<file path="src/rtl/pim_pkg.sv">
package pim_pkg;

    // Which synchronized transitions count as events
    typedef enum logic [1:0] {
        EDGE_RISE = 2'd0,
        EDGE_FALL = 2'd1,
        EDGE_BOTH = 2'd2
    } edge_sel_e;

    // Measurement control phases
    typedef enum logic [1:0] {
        ST_ARM = 2'd0,
        ST_RUN = 2'd1,
        ST_SAT = 2'd2
    } meas_state_e;

endpackage

</file>
<file path="src/rtl/pim_sync.sv">
// Multi-flop synchronizer for a single asynchronous bit.
module pim_sync #(
    parameter int STAGES = 2
) (
    input  logic clk,
    input  logic rst_n,
    input  logic async_i,
    output logic sync_o
);
    localparam int LAST = STAGES - 1;

    logic [LAST:0] chain_q;

    generate
        if (STAGES < 2) begin : g_bad_depth
            initial $error("pim_sync needs at least two stages");
        end
    endgenerate

    always_ff @(posedge clk or negedge rst_n) begin
        if (!rst_n) begin
            chain_q <= '0;
        end else begin
            chain_q <= {chain_q[LAST-1:0], async_i};
        end
    end

    assign sync_o = chain_q[LAST];

endmodule

</file>
<file path="src/rtl/pim_edge.sv">
// Turns selected transitions of a synchronized level into one-cycle events.
module pim_edge
    import pim_pkg::*;
#(
    parameter edge_sel_e EDGE_SEL = EDGE_RISE
) (
    input  logic clk,
    input  logic rst_n,
    input  logic level_i,
    output logic evt_o
);
    logic prev_q;

    always_ff @(posedge clk or negedge rst_n) begin
        if (!rst_n) begin
            prev_q <= 1'b0;
        end else begin
            prev_q <= level_i;
        end
    end

    generate
        if (EDGE_SEL == EDGE_FALL) begin : g_fall
            assign evt_o = prev_q & ~level_i;
        end else if (EDGE_SEL == EDGE_BOTH) begin : g_both
            assign evt_o = prev_q ^ level_i;
        end else begin : g_rise
            assign evt_o = level_i & ~prev_q;
        end
    endgenerate

endmodule

</file>
<file path="src/rtl/pim_counter.sv">
// Interval counter: synchronous reload to one, gated increment, saturation.
module pim_counter #(
    parameter int CNT_W = 32
) (
    input  logic             clk,
    input  logic             rst_n,
    input  logic             load_i,
    input  logic             run_i,
    input  logic             cnt_en_i,
    output logic [CNT_W-1:0] cnt_o,
    output logic             term_cnt_o,
    output logic             carry_o
);
    localparam logic [CNT_W-1:0] CNT_MAX = {CNT_W{1'b1}};
    localparam logic [CNT_W-1:0] CNT_ONE = {{(CNT_W-1){1'b0}}, 1'b1};

    logic [CNT_W-1:0] cnt_q;
    logic             at_max;
    logic             step;

    assign at_max = (cnt_q == CNT_MAX);
    assign step   = run_i & cnt_en_i & ~at_max;

    always_ff @(posedge clk or negedge rst_n) begin
        if (!rst_n) begin
            cnt_q <= '0;
        end else if (load_i) begin
            cnt_q <= CNT_ONE;
        end else if (step) begin
            cnt_q <= cnt_q + CNT_ONE;
        end
    end

    assign cnt_o      = cnt_q;
    assign term_cnt_o = at_max;
    assign carry_o    = at_max & cnt_en_i;

endmodule

</file>
<file path="src/rtl/pulse_interval_meter.sv">
// Pulse interval meter top: synchronizer, edge detector, counter, capture, control.
module pulse_interval_meter
    import pim_pkg::*;
#(
    parameter int        CNT_W       = 32,
    parameter int        SYNC_STAGES = 2,
    parameter edge_sel_e EDGE_SEL    = EDGE_RISE
) (
    input  logic             clk,
    input  logic             rst_n,
    input  logic             pulse_i,
    input  logic             cnt_en_i,
    output logic [CNT_W-1:0] interval_o,
    output logic             interval_vld_o,
    output logic             term_cnt_o,
    output logic             carry_o,
    output logic             ovf_o
);
    logic             pulse_sync;
    logic             evt;
    logic [CNT_W-1:0] cnt_q;
    logic             at_max;
    meas_state_e      state_q;
    meas_state_e      state_d;
    logic             capture_en;
    logic             run_en;
    logic             sat_flag;

    pim_sync #(.STAGES(SYNC_STAGES)) u_sync (
        .clk     (clk),
        .rst_n   (rst_n),
        .async_i (pulse_i),
        .sync_o  (pulse_sync)
    );

    pim_edge #(.EDGE_SEL(EDGE_SEL)) u_edge (
        .clk     (clk),
        .rst_n   (rst_n),
        .level_i (pulse_sync),
        .evt_o   (evt)
    );

    pim_counter #(.CNT_W(CNT_W)) u_cnt (
        .clk        (clk),
        .rst_n      (rst_n),
        .load_i     (evt),
        .run_i      (run_en),
        .cnt_en_i   (cnt_en_i),
        .cnt_o      (cnt_q),
        .term_cnt_o (at_max),
        .carry_o    (carry_o)
    );

    // State register
    always_ff @(posedge clk or negedge rst_n) begin
        if (!rst_n) begin
            state_q <= ST_ARM;
        end else begin
            state_q <= state_d;
        end
    end

    // Next state
    always_comb begin
        state_d = state_q;
        unique case (state_q)
            ST_ARM: if (evt) state_d = ST_RUN;
            ST_RUN: begin
                if (evt)         state_d = ST_RUN;
                else if (at_max) state_d = ST_SAT;
            end
            ST_SAT: if (evt) state_d = ST_RUN;
            default: state_d = ST_ARM;
        endcase
    end

    // Decoded controls
    always_comb begin
        capture_en = 1'b0;
        run_en     = 1'b0;
        sat_flag   = 1'b0;
        unique case (state_q)
            ST_ARM: ;
            ST_RUN: begin
                capture_en = evt;
                run_en     = 1'b1;
            end
            ST_SAT: begin
                capture_en = evt;
                run_en     = 1'b1;
                sat_flag   = 1'b1;
            end
            default: ;
        endcase
    end

    // Capture register and strobe
    always_ff @(posedge clk or negedge rst_n) begin
        if (!rst_n) begin
            interval_o     <= '0;
            interval_vld_o <= 1'b0;
        end else begin
            interval_vld_o <= capture_en;
            if (capture_en) begin
                interval_o <= cnt_q;
            end
        end
    end

    assign term_cnt_o = at_max;
    assign ovf_o      = sat_flag;

endmodule

</file>
<file path="config.mk">
export PLATFORM = sky130hd
export DESIGN_NAME = pulse_interval_meter
export DESIGN_NICKNAME = d
export VERILOG_FILES = /design/src/rtl/pim_pkg.sv /design/src/rtl/pim_sync.sv /design/src/rtl/pim_edge.sv /design/src/rtl/pim_counter.sv /design/src/rtl/pulse_interval_meter.sv
export SDC_FILE = /design/constraint.sdc
export NUM_CORES = 1
export LEC_CHECK = 0
export BUFFER_PORTS_ARGS = -buffer_cell sky130_fd_sc_hd__buf_2
export CAP_MARGIN = 20
export CORE_ASPECT_RATIO = 1.5
export CORE_MARGIN = 2
export CORE_UTILIZATION = 57
export DETAILED_ROUTE_END_ITERATION = 8
export GPL_ROUTABILITY_DRIVEN = 0
export HOLD_SLACK_MARGIN = 0.15
export MAX_ROUTING_LAYER = met4
export PLACE_DENSITY_LB_ADDON = 0.25
export SLEW_MARGIN = 20
export SYNTH_ARGS = -nofsm -noshare
export SYNTH_HDL_FRONTEND = slang
export SYNTH_SLANG_ARGS = --single-unit
export TNS_END_PERCENT = 20
</file>
<file path="constraint.sdc">
create_clock -name clk -period 4.5 [get_ports clk]
set_clock_uncertainty 0.05 [all_clocks]
set_input_delay 0.675 -clock clk [delete_from_list [all_inputs] [get_ports clk]]
set_output_delay 0.675 -clock clk [all_outputs]
set_load 0.02 [all_outputs]
</file>
; After elaboration in Yosys (flattened, before gate mapping)
; Cells that the tools add are included.
; W data, S select, Z words.
[word_totals]
register_bits = 70
latchBits = 0
ramBits = 0
rom_bits = 0
input_bits = 4
output_inout_bits = 36
elab_cells = 32
mem_count = 0
[classes]
addsub = 1
mul = 0
n_div = 0
n_lt_le_gt_ge = 0
n_eq_ne = 5
n_shift = 0
mux = 9
bitwise = 6
n_reduce_logical = 5
[ops]
columns = op, count
row1 = $mux W32, 2
row2 = $add A32 B1 Y32 const B, 1
row3 = $eq A32 B32 Y1 const B, 1
row4 = $mux W2, 3
row5 = $and A1 B1 Y1, 4
row6 = $pmux W2 S2, 1
row7 = $reduce_or A2 Y1, 2
row8 = $mux W1, 3
row9 = $ne A3 B2 Y1 const B, 1
row10 = $eq A2 B1 Y1 const B, 1
row11 = $eq A2 B2 Y1 const B, 1
row12 = $logic_not A2 Y1, 1
row13 = $ne A2 B1 Y1 const B, 1
row14 = $not A1 Y1, 2
row15 = $reduce_and A2 Y1, 1
row16 = $reduce_bool A2 Y1, 1

; Longest topological paths before layout
; Gate-level depths: netlist (run 1).
[depth]
ltp_word = 7
depth_mapped = 8
ltp_nobuf = 7

; Cells and area by module
; A second synthesis (run 1) with hierarchy kept.
[unflattened]
hier_cells = 305
area_unflattened_um2 = 3578.4
[modules_own_cells]
columns = mod, instances, cells_each, area_per_inst_um2, seq_area_each_um2
row1 = pim_counter, 1, 214, 1988.2, 800.8
row2 = pulse_interval_meter, 1, 87, 1501.4, 875.8
row3 = pim_sync, 1, 2, 50.0, 50.0
row4 = pim_edge, 1, 2, 38.8, 25.0

; Worst setup path after synthesis (run 1)
; Ideal clock, no wire load.
[synth_path]
kind = register to output
startpoint = register u_cnt.cnt_q[0], in the netlist u_cnt.cnt_o[0]
endpoint = output port carry_o
arrival_ns = 1.865
required_time_ns = 3.775
slack_ns = 1.910
stages_incl_launch_ff = 8
path_buffers = 1
cell_sequence = dfrtp_1 -> ha_1 -> nand3_1 -> nor3_2 -> nand3_1 -> inv_1 -> buf_2 -> and2_1
[synth_via]
elab_chain_len = 2
[synth_lines]
columns = item, line_no
row1 = start: declaration, pim_counter.sv:17  ; logic [CNT_W-1:0] cnt_q;
row2 = start signal: assignment, pim_counter.sv:30  ; cnt_q <= cnt_q + CNT_ONE;
row3 = $eq A32 B32 Y1, pim_counter.sv:21  ; assign at_max = (cnt_q == CNT_MAX);
row4 = named net term_cnt_o, pulse_interval_meter.sv:15  ; output logic term_cnt_o,
row5 = $and A1 B1 Y1, pim_counter.sv:36  ; assign carry_o = at_max & cnt_en_i;
row6 = end: declaration, pulse_interval_meter.sv:16  ; output logic carry_o,
; The timed path passes the listed nets, and every way through them passes these cells.

; Final worst setup path (run 1)
[layout_path]
startpoint = register u_cnt.cnt_q[0], in the netlist u_cnt.cnt_o[0]
endpoint = output port carry_o
[layout_via]
elab_chain_len = 2
[layout_lines]
columns = item, line_no
row1 = $eq A32 B32 Y1, pim_counter.sv:21
row2 = $and A1 B1 Y1, pim_counter.sv:36
; Every way passes these cells.

==> flow_metrics.py, run 1 <==
metrics = {
    "floorplanning": {
        "die_h_microns": 96.8,
        "rows": 33,
        "start_util_pct": 59.6,
        "num_io_pins": 40,
        "core_sq_um": 5490,
        "die_w_microns": 65.9,
        "die_area_sq_um": 6380,
    },
    "critical_path": {
        "cp.required_ns": 3.77,
        "rr_endpoint": "u_cnt.cnt_o[30]$_DFFE_PN0P_",
        "cp_slowest_cell": "nor3_2",
        "critPathKind": "flip-flop to output port",
        "crit_top_cell": "nand3_1",
        "timing.rr.start": "u_cnt.cnt_o[0]$_DFFE_PN0P_",
        "critPathMaxFanout": 12,
        "startpoint": "u_cnt.cnt_o[0]$_DFFE_PN0P_",
        "max_stage_delay_ns": 0.53,
        "r2r.worst_path.cells": 6,
        "cp-end-kind": "output port",
        "cp.arrival_ns": 2.55,
        "regToRegSetupSlack_ns": 2.07,
        "crit_chain": "ha_1, nand3_1, nor3_2, nand3_1, inv_1, and2_1, buf_2",
        "endpoint": "carry_o",
        "startpoint_type": "flip-flop",
    },
    "pwr": {
        "p_sw_w": 0.000362,
        "p_sw_share_pct": 26.3,
        "ir_drop_mv": 0.290,
        "combPwrFrac_pct": 12.9,
        "internal_power_w": 0.00102,
        "p_clk_share_pct": 36.9,
        "leakage_nw": 1.75,
        "power_density_nw_per_um2": 368,
        "seqPwrFrac_pct": 50.2,
    },
    "clock_tree": {
        "clk_latency_ns": 0.35,
        "cts_tree": "built",
        "cts_setup_buffers": 0,
        "cts_buffers": 9,
        "post_cts_resized": 0,
        "cts_sinks": 70,
        "postCtsHoldBufs": 0,
        "cts-root-buf": "clkbuf_8",
        "path_clk_slew_ns": 0.07,
        "cts_htree_levels": 3,
        "clockBufferDepth": 2,
    },
    "layout": {
        "layout.filler_cells": 435,
        "multi_input_area_sq_um": 1440,
        "regArea_sq_um": 1750,
        "final_nets": 347,
        "antenna_cells": 0,
        "drive_above_1_share_pct": 27.7,
        "postLayoutCellArea_sq_um": 3740,
        "area_delta_synth_final_pct": 14.2,
    },
    "routing": {
        "drt_iter0_drc": 135,
        "routed_wirelength_microns": 6390,
        "first_pass_iters": 5,
        "routed_via_density": 5.98,
        "drc_errors": 0,
        "wire_per_inst_microns": 15.5,
        "ant_nets": 0,
        "num_vias": 2468,
    },
    "global_routing": {
        "grt_pass1_wl_microns": 11400,
        "grt_pass1_vias": 2527,
        "grt_use_total_pct": 23.6,
        "antenna_found_initial": 0,
        "grt_max_degree": 44,
        "overflow": 0,
    },
    "yosys": {
        "synth_seq_cells": 70,
        "synth_largest_area_cell": "dfrtp_1",
        "syn-num-nets": 305,
        "yosysWarnings": 0,
        "synth_top_cells_by_area": "dfrtp_1, mux2_2, a21oi_1",
        "avgSynthCellArea_sq_um": 11.1,
        "netlist.area_leader.share_pct": 53.5,
        "synthCells": 296,
        "yosysUniqueCellTypes": 43,
        "ys_seq_area_share_pct": 53.5,
        "synth_area_sq_um": 3270,
    },
    "timing": {
        "layout_min_cycle_time_ns": 3.27,
        "slew_violations": 0,
        "fmax_ghz": 0.305,
        "hold_viol": 0,
        "setup-tns-final_ns": 0,
        "grt_setup_unrepaired": "no",
        "slew_headroom_pct": 37.6,
        "fin_crit_sh_pct": 72.8,
        "finalSetupViolCount": 0,
        "tightestPinTransition_ns": 0.937,
    },
    "place": {
        "dpl_cell_area_sq_um": 3540,
        "dpl.hpwl_microns": 4510,
        "port_buffers": 39,
    },
    "run": {
        "cap_violations": 0,
    },
    "worst_hold_path": {
        "min_path_type": "flip-flop to flip-flop",
    },
    "outcome": {
        "status": "finished clean",
    },
}
## critical path, delay by kind of cell, from the launching register on
kind                       cells  cell delay [ns]
adders and majority gates      1             0.19
buffers and inverters          2             0.45
DFF                            1             0.43
and+or+nand+nor                4             1.13
## through the flow
step                hold slack (ns)  power (W)  setup slack (ns)  std cells  util [%]
floorplan                     0.281   0.000825              1.91        296         -
global placement              0.292   0.000875              1.73        397      64.4
detailed placement            0.308   0.000883              1.60        397      64.4
CTS                           0.323    0.00139              1.23        413      68.1
global route                  0.336    0.00144              1.03        413      68.1
finish                        0.318    0.00138              1.23        413      68.1
## logic make-up after synthesis
logic type | count (synthesis) | synth area share [%]
muxes | 28 | 9.59
adders and majority gates | 5 | 1.91
xor gates and xnor gates | 6 | 1.61
and+or+nand+nor | 101 | 19.0
buffers and inverters | 22 | 2.60
DFF | 70 | 53.5
AOI/OAI and AO/OA | 64 | 11.8
## power by group through the flow
stage | combinational [W] | clock, W | sequential [W]
3_5_place_dp | 0.000180 | 0 | 0.000704
5_1_grt | 0.000202 | 0.000545 | 0.000696
6_report | 0.000178 | 0.000508 | 0.000691
4_1_cts | 0.000181 | 0.000517 | 0.000691
2_1_floorplan | 0.000106 | 0 | 0.000719
3_3_place_gp | 0.000175 | 0 | 0.000700
## layout make-up
type,count,share of cell area [%]
clock buffers,13,4.25
clock inverters,3,1.14
inverters,11,1.10
multi-input cells,204,38.5
flip-flops and latches,70,46.8
well taps,70,2.34
repair buffers,42,5.82
## metal layers
metal	track usage (%)	wire length (microns)
met1	28.7	2690
met2	37.4	3330
met3	4.53	234
met4	10.9	131
met5	-	0
## state kept, by name (all words and copies together), names as in the netlist
register,flops
interval_o,32
u_cnt.cnt_o,32
state_q,2
u_sync.chain_q,2
interval_vld_o,1
u_edge.prev_q,1
## placed cells by master, fill, tap and decap left out, types with 3 or more instances in the layout
cell       n
nor2_1    13
nand2_1   20
nand3_1   13
buf_2     39
nor4_2     3
xnor2_1    3
nand4_1   10
clkbuf_8  11
mux2_2    27
dfrtp_1   70
or4_1     10
or3_1     13
inv_1     11
o31ai_1   10
a21oi_1   21
ha_1       5
nand2b_1   3
xor2_1     3
o21ai_0   20
buf_4      3
and4_1     3
## cells in the mapped netlist (all sizes together)
cell	instances
nand3b	1
nand2b	3
and2	1
a21boi	1
o211ai	2
a311oi	1
inv	11
a21oi	21
xor2	3
xnor2	3
a2111oi	1
o21ai	20
nor3	2
nor4	4
ha	5
o31ai	10
nor2	13
a221oi	1
or4	11
mux2	27
o2111ai	2
or3	14
nand4	12
dfrtp	70
nand3	13
nor2b	1
o221a	1
o32ai	1
nand2	20
clkbuf	9
a31o	1
buf	2
mux2i	1
nand4b	1
and3	2
a31oi	2
and4	3
## worst min path at each step
stage	from	endpoint	slack, ns	depth (start not counted)
detailed placement	u_sync.chain_q[0]$_DFF_PN0_	u_sync.chain_q[1]$_DFF_PN0_	0.31	0
global route	u_sync.chain_q[0]$_DFF_PN0_	u_sync.chain_q[1]$_DFF_PN0_	0.34	0
global placement	u_sync.chain_q[0]$_DFF_PN0_	u_sync.chain_q[1]$_DFF_PN0_	0.29	0
finish	u_sync.chain_q[0]$_DFF_PN0_	u_sync.chain_q[1]$_DFF_PN0_	0.32	0
floorplan	u_sync.chain_q[0]$_DFF_PN0_	u_sync.chain_q[1]$_DFF_PN0_	0.28	0
CTS	u_sync.chain_q[0]$_DFF_PN0_	u_sync.chain_q[1]$_DFF_PN0_	0.32	0
Power figures use the tool's default switching activity.
==> inputs of run 2 (changes only) <==
clock period = 3.4 ns   (was 4.5 ns; I/O delays follow)
==> run 2 against run 1 <==
  * Combinational power rose by 36%
  * Cell count fell by 0.48%
  * Global-route usage fell by 0.34 points
  * Sequential power rose by 33%
  * Setup slack got worse by 0.70 ns
  * Count of clock-buffer cells in the layout fell by 2
  * Die area did not move
  * Clock power rose by 11%
  * Non-clock buffer count rose by 1
  * Hold slack got worse by 0.096 ns
  * Critical path depth rose by 1
==> flow_metrics.py, run 2 (same netlist as run 1, synthesis figures left out) <==
metrics = {
    "timing": {
        "fmax_ghz": 0.348,
        "holdWs_ns": 0.223,
        "worst_slack_ns": 0.523,
        "fin_crit_sh_pct": 84.6,
        "tightestPinTransition_ns": 0.849,
        "setup-tns-final_ns": 0,
        "layout_min_cycle_time_ns": 2.88,
        "finalSetupViolCount": 0,
        "slew_headroom_pct": 43.4,
        "grt_setup_unrepaired": "no",
        "slew_violations": 0,
        "hold_viol": 0,
    },
    "floorplanning": {
        "core_sq_um": 5490,
        "die_h_microns": 96.8,
        "die_w_microns": 65.9,
        "die_area_sq_um": 6380,
        "num_io_pins": 40,
        "rows": 33,
        "start_util_pct": 59.6,
    },
    "layout": {
        "fin_cells": 411,
        "final_cell_mix": "dfrtp_1, buf_2, mux2_2, a21oi_1",
        "antenna_cells": 0,
        "drive_above_1_share_pct": 27.9,
        "multi_input_area_sq_um": 1440,
        "final_nets": 348,
        "area_delta_synth_final_pct": 13.6,
        "layout.filler_cells": 415,
        "final_common_cell": "dfrtp_1",
        "regArea_sq_um": 1750,
    },
    "clock_tree": {
        "path_clk_slew_ns": 0.06,
        "clockBufferDepth": 2,
        "cts_tree": "built",
        "cts_htree_levels": 3,
        "clk_latency_ns": 0.34,
        "cts_buffers": 9,
        "cts_setup_buffers": 0,
        "post_cts_resized": 0,
        "cts_sinks": 70,
        "postCtsHoldBufs": 0,
        "cts-root-buf": "clkbuf_8",
    },
    "worst_hold_path": {
        "hp-start": "pulse_i",
        "hold_depth": 1,
        "holdPathEnd": "u_sync.chain_q[0]$_DFF_PN0_",
        "min_path_type": "input pin to flip-flop",
    },
    "pwr": {
        "report.power.total_w": 0.00172,
        "p_sw_share_pct": 26.9,
        "seqPwrFrac_pct": 53.2,
        "p_clk_share_pct": 32.8,
        "power_density_nw_per_um2": 463,
        "ir_drop_mv": 0.350,
        "internal_power_w": 0.00126,
        "combPwrFrac_pct": 14.1,
        "leakage_nw": 1.75,
        "p_sw_w": 0.000463,
    },
    "outcome": {
        "status": "finished clean",
    },
    "global_routing": {
        "grt_use_total_pct": 23.2,
        "grt_pass1_vias": 2323,
        "grt_max_degree": 71,
        "overflow": 0,
        "grt_pass1_wl_microns": 11100,
        "antenna_found_initial": 0,
    },
    "critical_path": {
        "rr_endpoint": "u_cnt.cnt_o[23]$_DFFE_PN0P_",
        "cp-end-kind": "output port",
        "timing.rr.start": "u_cnt.cnt_o[0]$_DFFE_PN0P_",
        "startpoint_type": "flip-flop",
        "critPathMaxFanout": 12,
        "r2r.worst_path.cells": 6,
        "cp.required_ns": 2.84,
        "cp.arrival_ns": 2.32,
        "critPathKind": "flip-flop to output port",
        "regToRegSetupSlack_ns": 0.98,
    },
    "place": {
        "dp_cells": 398,
        "pre_cts_ws_ns": 0.902,
        "dpl.hpwl_microns": 4490,
        "port_buffers": 39,
    },
    "run": {
        "cap_violations": 0,
    },
    "routing": {
        "routed_via_density": 6.04,
        "drc_errors": 0,
        "wire_per_inst_microns": 15.7,
        "drt_iter0_drc": 161,
        "first_pass_iters": 4,
        "routed_wirelength_microns": 6470,
        "num_vias": 2484,
        "ant_nets": 0,
    },
}
==> run 2: worst max-delay path by stage <==
stage                          startpoint       to
2_1_floorplan  u_cnt.cnt_o[0]$_DFFE_PN0P_  carry_o
3_3_place_gp   u_cnt.cnt_o[0]$_DFFE_PN0P_  carry_o
3_5_place_dp   u_cnt.cnt_o[0]$_DFFE_PN0P_  carry_o
4_1_cts        u_cnt.cnt_o[0]$_DFFE_PN0P_  carry_o
5_1_grt        u_cnt.cnt_o[0]$_DFFE_PN0P_  carry_o
6_report       u_cnt.cnt_o[0]$_DFFE_PN0P_  carry_o
==> run 2: through the flow <==
| stage | instance area [sq um] | util, % |
|---|---|---|
| detailed placement | 3560 | 64.8 |
| CTS | 3720 | 67.7 |
| finish | 3720 | 67.7 |
| floorplan | 3270 | - |
| global route | 3720 | 67.7 |
| global placement | 3560 | 64.8 |
==> run 2: critical path, stage by stage, from the launching register on <==
cell and delay [ns]:
dfrtp_1 0.44, ha_1 0.21, nand3_1 0.21, nor3_2 0.22, buf_4 0.17, nand3_1 0.13
inv_1 0.28, and2_1 0.17, buf_2 0.15
==> run 2: power groups by stage <==
stage               Sequential [W]  Combinational, W  Clock (W)
floorplan                 0.000952          0.000140          0
global placement          0.000927          0.000238          0
detailed placement        0.000931          0.000243          0
CTS                       0.000915          0.000245   0.000577
global route              0.000922          0.000270   0.000615
finish                    0.000917          0.000242   0.000565
==> run 2: final cells by class <==
class | instances | area share [%]
Inverter | 11 | 1.11
Tap cell | 70 | 2.35
Clock inverter | 2 | 0.269
Timing Repair Buffer | 43 | 6.39
Sequential cell | 70 | 47.1
Multi-Input combinational cell | 204 | 38.7
Clock buffer | 11 | 4.07
==> run 2: metal layers <==
metal,routed length (microns),global-route usage [%],up-vias
met5,0,-,-
met4,158,10.1,0
li1,-,-,1186
met1,2730,29.1,1221
met3,294,5.23,14
met2,3290,35.7,63
==> inputs of run 3 (changes only) <==
ABC_AREA = 1   (was unset)
clock period = 2.95 ns   (was 3.4 ns; I/O delays follow)
==> run 3 against run 2 <==
  * Synthesized area is 12% higher
  * Synthesized cell count grew 68%
  * Sequential cell count stayed put
  * Sequential share of layout area fell by 4.4 points
  * Cell count increased by 51%
  * Clock power up 19%
  * Sequential power increased by 16%
  * Utilization shrank 1.3 points
  * Combinational power rose by 23%
  * Largest cell class unchanged
==> flow_metrics.py, run 3 <==
metrics = {
    "outcome": {
        "status": "finished clean",
    },
    "layout": {
        "drive_above_1_share_pct": 12.5,
        "area_delta_synth_final_pct": 12.3,
        "final_common_cell": "nand2_1",
        "antenna_cells": 0,
        "fin_util_pct": 66.5,
        "final_cell_mix": "nand2_1, dfrtp_1, nor2_1, inv_1, buf_2",
        "layout.filler_cells": 540,
        "final_nets": 549,
    },
    "critical_path": {
        "cp-end-kind": "output port",
        "critPathMaxFanout": 7,
        "cp.required_ns": 2.46,
        "startpoint_type": "flip-flop",
        "cp.arrival_ns": 1.99,
        "critPathKind": "flip-flop to output port",
        "crit_chain": "ha_1, inv_2, nor2_4, nand2_2, nor2_4, nand2_4, nor2_1, buf_2",
        "crit_top_cell": "nor2_4",
        "crit_buf_inv": 2,
        "cp_slowest_cell": "dfrtp_1",
        "regToRegSetupSlack_ns": 0.83,
        "critPathTopFamily": "simple AND/OR/NAND/NOR gates",
        "max_stage_delay_ns": 0.45,
    },
    "clock_tree": {
        "cts_buffers": 9,
        "cts_tree": "built",
        "clockBufferDepth": 2,
        "post_cts_resized": 0,
        "path_clk_slew_ns": 0.07,
        "cts_setup_buffers": 0,
        "postCtsHoldBufs": 2,
        "cts_sinks": 70,
        "clk_latency_ns": 0.35,
        "cts-root-buf": "clkbuf_8",
        "cts_htree_levels": 3,
    },
    "place": {
        "port_buffers": 39,
        "dpl.hpwl_microns": 6570,
    },
    "routing": {
        "num_vias": 3342,
        "drt_iter0_drc": 202,
        "first_pass_iters": 5,
        "wire_per_inst_microns": 14.3,
        "ant_nets": 0,
        "drc_errors": 0,
        "routed_wirelength_microns": 8860,
        "routed_via_density": 5.40,
    },
    "yosys": {
        "synth_flop_cell": "dfrtp_1",
        "synth_most_common_cell": "nand2_1",
        "yosysWarnings": 0,
        "yosysUniqueCellTypes": 23,
        "synth_top_family_by_area": "simple AND/OR/NAND/NOR gates",
        "synth_top_cells_by_area": "dfrtp_1, nand2_1, nor2_1",
        "synthAdderAreaFrac_pct": 1.71,
        "syn-num-nets": 507,
        "synthCells": 498,
        "synth_largest_area_cell": "dfrtp_1",
        "netlist.area_leader.share_pct": 47.9,
        "yosys-top-cells-count": "nand2_1, dfrtp_1, nor2_1",
        "synth-simple-area-share_pct": 37.0,
        "synth-xor-area-share_pct": 1.44,
        "synth_area_sq_um": 3660,
        "synth_seq_cells": 70,
        "synth_edf_count": 0,
        "avgSynthCellArea_sq_um": 7.34,
        "synth-compound-area-share_pct": 5.41,
        "ys_seq_area_share_pct": 47.9,
        "synthArstFlopShare_pct": 100,
        "synth_mux_area_share_pct": 0,
    },
    "timing": {
        "hold_viol": 0,
        "slew_violations": 0,
        "tightestPinTransition_ns": 0.717,
        "fmax_ghz": 0.402,
        "grt_setup_unrepaired": "no",
        "setup-tns-final_ns": 0,
        "layout_min_cycle_time_ns": 2.49,
        "finalSetupViolCount": 0,
        "slew_headroom_pct": 52.1,
        "fin_crit_sh_pct": 84.3,
    },
    "global_routing": {
        "overflow": 0,
        "antenna_found_initial": 0,
        "grt_max_degree": 42,
        "grt_use_total_pct": 28.1,
        "grt_pass1_wl_microns": 15000,
        "grt_pass1_vias": 3278,
    },
    "floorplanning": {
        "core_sq_um": 6170,
        "num_io_pins": 40,
        "rows": 35,
        "die_area_sq_um": 7080,
        "die_h_microns": 102,
        "start_util_pct": 59.2,
        "die_w_microns": 69.4,
    },
    "pwr": {
        "ir_drop_mv": 0.308,
        "leakage_nw": 2.05,
        "power_density_nw_per_um2": 494,
    },
    "run": {
        "cap_violations": 0,
    },
    "worst_hold_path": {
        "min_path_type": "flip-flop to flip-flop",
    },
}
-- run 3: changes by cell type in the layout (fill, tap and decap cells not counted), moves of 10 or more --
cell | before | now
or3_1 | 13 | 0
o21ai_0 | 20 | 36
a21oi_1 | 21 | 0
mux2_2 | 27 | 0
nand2_1 | 20 | 204
o31ai_1 | 10 | 0
nor2_1 | 13 | 61
nand4_1 | 10 | 22
inv_1 | 11 | 40
or4_1 | 10 | 0
nand3_1 | 13 | 25
-- run 3: stage by stage --
step | hold WS (ns) | setup slack, ns | power [W] | area, sq um | cells
CTS | 0.311 | 0.459 | 0.00204 | 4110 | 619
detailed placement | 0.294 | 0.833 | 0.00137 | 3920 | 601
floorplan | 0.0969 | 0.958 | 0.00129 | 3660 | 498
finish | 0.308 | 0.463 | 0.00203 | 4110 | 619
global route | 0.320 | 0.323 | 0.00213 | 4110 | 619
global placement | 0.285 | 0.611 | 0.00136 | 3910 | 601
-- run 3: logic make-up (layout without fill, tap and decap cells) --
kind of cell               count (synthesis)  in the layout
DFF                                       70             70
buffers and inverters                     56            103
AOI/OAI and AO/OA                         38             38
xor gates and xnor gates                   6              6
and+or+nand+nor                          323            323
adders and majority gates                  5              5
-- run 3: layout make-up --
class	count	area, sq um	share of cell area, %
Clock buffer	12	145	3.54
Clock inverter	4	22.5	0.549
Inverter	42	163	3.96
Multi-Input combinational cell	372	1670	40.7
Sequential cell	70	1750	42.7
Tap cell	74	92.6	2.26
Timing Repair Buffer	45	258	6.28
-- run 3: layer usage --
layer	GRT usage, %	vias to the layer above	wire length (microns)
li1	-	1660	-
met2	46.1	108	4310
met3	6.41	39	418
met1	31.5	1535	3620
met4	16.6	0	507
met5	-	-	0
-- run 3: report_power, final --
part	internal, W	leakage [nW]	switching [W]	total, W
Sequential	0.00101	0.962	0.0000489	0.00106
Clock	0.000324	0.0861	0.000350	0.000674
Combinational	0.0000846	1.00	0.000214	0.000298
Total	0.00142	2.05	0.000613	0.00203
-- run 3: worst paths after layout --
| check | start | end | cells after the start |
|---|---|---|---|
| min | u_sync.chain_q[0]$_DFF_PN0_ | u_sync.chain_q[1]$_DFF_PN0_ | 0 |
| max | u_cnt.cnt_o[0]$_DFFE_PN0P_ | carry_o | 8 |
| max reg2reg | u_cnt.cnt_o[0]$_DFFE_PN0P_ | u_cnt.cnt_o[16]$_DFFE_PN0P_ | 8 |
| min in group asynchronous | rst_n | interval_o[0]$_DFFE_PN0P_ | 2 |
| min reg2reg | u_sync.chain_q[0]$_DFF_PN0_ | u_sync.chain_q[1]$_DFF_PN0_ | 0 |
| max in group asynchronous | rst_n | u_cnt.cnt_o[18]$_DFFE_PN0P_ | 3 |
